`src/rtl/tile_addr_pkg.sv`:
```
`timescale 1ns/1ps
package tile_addr_pkg;
  localparam int COARSE_W = 5;
  localparam int FINE_W   = 3;
  localparam int MAP_W    = 2;
  localparam int ADDR_W   = COARSE_W * 2 + MAP_W + FINE_W;
  localparam int VIEW_W   = 16;
  localparam int LAST_ROW = 29;

  typedef struct packed {
    logic doLoad;
    logic doCol;
    logic doRow;
  } stepCmd_t;
endpackage

```
`src/rtl/tile_addr_ctrl.sv`:
```
`timescale 1ns/1ps
module tile_addr_ctrl
  import tile_addr_pkg::*;
(
  input  logic     renderEn,
  input  logic     stepCol,
  input  logic     stepRow,
  input  logic     loadEn,
  output stepCmd_t cmd
);
  always_comb begin
    cmd.doLoad = loadEn;
    cmd.doCol  = renderEn & stepCol & ~loadEn;
    cmd.doRow  = renderEn & stepRow & ~loadEn;
  end
endmodule

```
`src/rtl/tile_addr_datapath.sv`:
```
`timescale 1ns/1ps
module tile_addr_datapath
  import tile_addr_pkg::*;
#(
  parameter int LastRow = LAST_ROW
) (
  input  logic              clk,
  input  logic              rstN,
  input  stepCmd_t          cmd,
  input  logic [ADDR_W-1:0] loadAddr,
  output logic [ADDR_W-1:0] addrQ
);
  localparam int ColLo  = 0;
  localparam int RowLo  = COARSE_W;
  localparam int MapLo  = 2 * COARSE_W;
  localparam int FineLo = MapLo + MAP_W;
  localparam logic [COARSE_W-1:0] ROW_END    = COARSE_W'(LastRow);
  localparam logic [COARSE_W-1:0] COARSE_TOP = '1;
  localparam logic [FINE_W-1:0]   FINE_TOP   = '1;

  logic [COARSE_W-1:0] colCur, rowCur, colNxt, rowNxt;
  logic [FINE_W-1:0]   fineCur, fineNxt;
  logic [MAP_W-1:0]    mapCur, mapNxt;
  logic [ADDR_W-1:0]   addrNxt;

  always_comb begin
    colCur  = addrQ[ColLo  +: COARSE_W];
    rowCur  = addrQ[RowLo  +: COARSE_W];
    mapCur  = addrQ[MapLo  +: MAP_W];
    fineCur = addrQ[FineLo +: FINE_W];

    colNxt  = colCur;
    rowNxt  = rowCur;
    mapNxt  = mapCur;
    fineNxt = fineCur;

    if (cmd.doCol) begin
      if (colCur == COARSE_TOP) begin
        colNxt    = '0;
        mapNxt[0] = ~mapCur[0];
      end else begin
        colNxt = colCur + 1'b1;
      end
    end

    if (cmd.doRow) begin
      if (fineCur != FINE_TOP) begin
        fineNxt = fineCur + 1'b1;
      end else begin
        fineNxt = '0;
        if (rowCur == ROW_END) begin
          rowNxt    = '0;
          mapNxt[1] = ~mapCur[1];
        end else if (rowCur == COARSE_TOP) begin
          rowNxt = '0;
        end else begin
          rowNxt = rowCur + 1'b1;
        end
      end
    end

    addrNxt = {fineNxt, mapNxt, rowNxt, colNxt};
  end

  always_ff @(posedge clk or negedge rstN) begin
    if (!rstN)            addrQ <= '0;
    else if (cmd.doLoad)  addrQ <= loadAddr;
    else                  addrQ <= addrNxt;
  end
endmodule

```
`src/rtl/tile_addr_step.sv`:
```
`timescale 1ns/1ps
module tile_addr_step
  import tile_addr_pkg::*;
(
  input  logic              clk,
  input  logic              rstN,
  input  logic              renderEn,
  input  logic              stepCol,
  input  logic              stepRow,
  input  logic              loadEn,
  input  logic [ADDR_W-1:0] loadAddr,
  output logic [VIEW_W-1:0] addrOut
);
  stepCmd_t          cmd;
  logic [ADDR_W-1:0] addrQ;

  tile_addr_ctrl u_ctrl (
    .renderEn (renderEn),
    .stepCol  (stepCol),
    .stepRow  (stepRow),
    .loadEn   (loadEn),
    .cmd      (cmd)
  );

  tile_addr_datapath #(.LastRow(LAST_ROW)) u_dp (
    .clk      (clk),
    .rstN     (rstN),
    .cmd      (cmd),
    .loadAddr (loadAddr),
    .addrQ    (addrQ)
  );

  generate
    if (VIEW_W > ADDR_W) begin : g_pad
      assign addrOut = {{(VIEW_W - ADDR_W){1'b0}}, addrQ};
    end else begin : g_nopad
      assign addrOut = addrQ[VIEW_W-1:0];
    end
  endgenerate
endmodule

```
`config.mk`:
```
export PLATFORM = sky130hd
export DESIGN_NAME = tile_addr_step
export DESIGN_NICKNAME = d
export VERILOG_FILES = /design/src/rtl/tile_addr_pkg.sv /design/src/rtl/tile_addr_ctrl.sv /design/src/rtl/tile_addr_datapath.sv /design/src/rtl/tile_addr_step.sv
export SDC_FILE = /design/constraint.sdc
export NUM_CORES = 1
export LEC_CHECK = 0
export ABC_AREA = 1
export ABC_CLOCK_PERIOD_IN_PS = 1400
export BUFFER_PORTS_ARGS = -buffer_cell sky130_fd_sc_hd__buf_2
export CAP_MARGIN = 10
export CELL_PAD_IN_SITES_DETAIL_PLACEMENT = 0
export CELL_PAD_IN_SITES_GLOBAL_PLACEMENT = 1
export CORE_MARGIN = 2
export CORE_UTILIZATION = 30
export DETAILED_ROUTE_END_ITERATION = 10
export HOLD_SLACK_MARGIN = 0.12
export PLACE_DENSITY_LB_ADDON = 0.1
export SLEW_MARGIN = 10
export SYNTH_ARGS = -nofsm -noshare
export SYNTH_HDL_FRONTEND = slang
export SYNTH_SLANG_ARGS = --single-unit
```
`constraint.sdc`:
```
create_clock -name clk -period 1.4 [get_ports clk]
set_clock_uncertainty 0.1 [all_clocks]
set_input_delay 0.07 -clock clk [delete_from_list [all_inputs] [get_ports clk]]
set_output_delay 0.07 -clock clk [all_outputs]
set_load 0.01 [all_outputs]
```
==> flow_metrics.env <==
export IMPL_max_freq_mhz=703.6
export IMPL_clk_latency_ps=290
export IMPL_pre_cts_slack_ps=-47.47
export IMPL_wl_per_cell_um=10.50
export IMPL_cp_required_ps=1470
export IMPL_cp_end_kind="flip-flop"
export IMPL_first_global_vias=1024
export IMPL_grt_overflow=0
export IMPL_crit_buf_inv=2
export IMPL_dieArea_um2=3748
export IMPL_ys_seq_elements=15
export IMPL_reg_largest_list="u_dp.addrQ: 15 flops"
export IMPL_regToRegEndpoint="u_dp.addrQ[9]"
export IMPL_worstPathCellList="ha_2 -> ha_4 -> nor2_4 -> inv_2 -> nand2_8 -> inv_8 -> nor2_2 -> a21oi_1"
export IMPL_maxCapViolCount=0
export IMPL_startpoint="u_dp.addrQ[12]"
export IMPL_tritoncts="built"
export IMPL_cts_num_sinks=15
export IMPL_synthTopCellsByArea="dfrtp_1 (38%), nand2_1 (10%), ha_1 (10%)"
export IMPL_fill_cells=315
export IMPL_gp_congestion=0.8222
export IMPL_synth_top_area_share=0.3822
export IMPL_drive_gt1_frac=0.4264
export IMPL_violations="setup timing"
export IMPL_synth_largest_area_cell="dfrtp_1"
export IMPL_root_buffer="clkbuf_4"
export IMPL_status="finished with violations"
export IMPL_ios=37
export IMPL_final_max_slew_viol_count=0
export IMPL_rsz0062_at_grt="true"
export IMPL_synth_nets=154
export IMPL_cts_made_buffers=3
export IMPL_hold_viol=0
export IMPL_finalNetCount=227
export IMPL_gr_usage_all_layers=0.1535
export IMPL_synthToLayoutAreaGrowth_pct=68.92
export IMPL_num_rows=20
export IMPL_grt_max_degree=14
export IMPL_min_path_cells=3
export IMPL_initial_core_util=0.3191
export IMPL_regArea_um2=377.9
export IMPL_viasPerCell=4.415
export IMPL_syn_area_um2=982.2
export IMPL_crit_reg2reg_launch="u_dp.addrQ[12]"
export IMPL_cts_max_path_buffers=2
export IMPL_hold_path_class="in2reg"
export IMPL_drt_initial_drc_count=32
export IMPL_ant_nets=0
export IMPL_routed_wl_mm=2.531
export IMPL_largest_reg_flops=15
export IMPL_reg2regPathDepth=8
export IMPL_layout_cells_most_common_list="buf_2 (35), nand2_1 (25), dlygate4sd3_1 (22), buf_4 (14), dfrtp_1 (13)"
export IMPL_fp_dieH_um=61.22
export IMPL_via_count=1064
export IMPL_synth_seq_area_share=0.3822
export IMPL_yosysWarnings=0
export IMPL_slowest_delay_ps=400
export IMPL_cp_endpoint="u_dp.addrQ[9]"
export IMPL_antenna_cells=0
export IMPL_regMostFlops="u_dp.addrQ"
export IMPL_clkTransAtPathRegs_ps=100
export IMPL_power_density_nw_per_um2=1030
export IMPL_finalSetupViolCount=6
export IMPL_antenna_found_initial=0
export IMPL_final_core_util=0.5390
export IMPL_synth_edff_count=0
export IMPL_synthFlopType="dfrtp_1"
export IMPL_crit_slowest_cell="dfrtp_1"
export IMPL_die_w_um=61.22
export IMPL_startpoint_type="flip-flop"
export IMPL_p_leak_nw=0.7978
export IMPL_drc_errors=0
export IMPL_multi_input_area_um2=641.9
export IMPL_path_delay_family="flip-flops"
export IMPL_core_area_um2=3078
export IMPL_cp_max_fo=8
export IMPL_synthCells=125
export IMPL_layout_commonest_cell="buf_2"
export IMPL_dp_hpwl_mm=1.864
export IMPL_finalCriticalPeriod_ps=1421
export IMPL_r2r_slack_ps=-20
export IMPL_worst_path_stages=8
export IMPL_grt_pass1_wl_mm=4.278
export IMPL_htreeDepth=1
export IMPL_fin_crit_sh=1.015
export IMPL_ys_async_sr_fraction=1.000
export IMPL_crit_arrival_ps=1490
export IMPL_layout_setup_ws_ps=-21.26
export IMPL_port_buffers=35
export IMPL_syn_avg_cell_area_um2=7.858
export IMPL_synthDistinctLibCells=22
export IMPL_crit_type="reg2reg"
export IMPL_dr_pass1_iters=4
export IMPL_peakVddDrop_mv=0.6293
[cells by family (layout without fill, tap and decap cells)]
group / Yosys count / count (layout) / share of synthesized area
buf+inv: 16 / 88 / 0.09427
xor+xnor: 1 / 1 / 0.008919
compound gates: 25 / 25 / 0.1440
flops: 15 / 15 / 0.3822
simple gates: 59 / 59 / 0.2650
fa+ha+maj: 8 / 8 / 0.1019
other cells: 1 / 1 / 0.003818
[metrics by stage]
| step | total power, mW | cell area (µm²) | cells | hold slack, ps | setup TNS, ps |
|---|---|---|---|---|---|
| after floorplan | 1.024 | 1032 | 125 | -325.6 | -15.47 |
| after global placement | 1.327 | 1321 | 214 | -83.22 | -74.63 |
| after detailed placement | 1.336 | 1321 | 214 | -87.24 | -208.5 |
| after CTS | 1.664 | 1587 | 241 | 140.8 | -245.7 |
| after global routing | 1.862 | 1659 | 241 | 163.9 | -798.5 |
| final | 1.709 | 1659 | 241 | 99.29 | -72.90 |
[tightest hold or removal path, cell delays in order]
cell and delay [ps]:
buf_2 210, nand2_1 100, a31oi_1 70
[synthesized netlist by cell type, drive strengths merged, types with 2 or more instances]
master / count
a21oi: 15
a31oi: 2
buf: 3
dfrtp: 15
ha: 8
inv: 12
nand2: 29
nand3: 8
nand4: 3
nor2: 18
o21ai: 7
[per-layer routing]
metal  track usage  share of wire
met1        0.1811           0.43
met2        0.2781           0.51
met3       0.03782          0.045
met4       0.03727         0.0071
met5             0              0
[report_power, final]
group	internal (mW)	leakage, nW	total, mW	switching [mW]
Clock	0.106	0.0177	0.253	0.147
Combinational	0.415	0.609	0.830	0.415
Sequential	0.531	0.171	0.626	0.0950
[what timing repair did]
action	CTS	global route
hold buffers	23	0
resized for setup	3	22
hold endpoints to repair	30	0
setup endpoints to repair	7	15
pin swaps	0	12
setup buffers	0	1
[area by class of cell]
class,instances,area share
multi-input cells,94,0.3869
well taps,44,0.03318
clock buffers,3,0.01357
clock inverters,1,0.003017
flip-flops and latches,15,0.2278
inverters,13,0.03394
repair buffers,71,0.3017
[how the worst min path moves through the flow]
stage / slack (ps) / startpoint / end
after global placement: -80 / rstN / u_dp.addrQ[6]
final: 100 / loadEn / u_dp.addrQ[14]
after CTS: 140 / loadEn / u_dp.addrQ[0]
after global routing: 160 / loadEn / u_dp.addrQ[0]
after detailed placement: -90 / rstN / u_dp.addrQ[6]
after floorplan: -330 / rstN / u_dp.addrQ[0]
(Power assumes the default switching activity.)
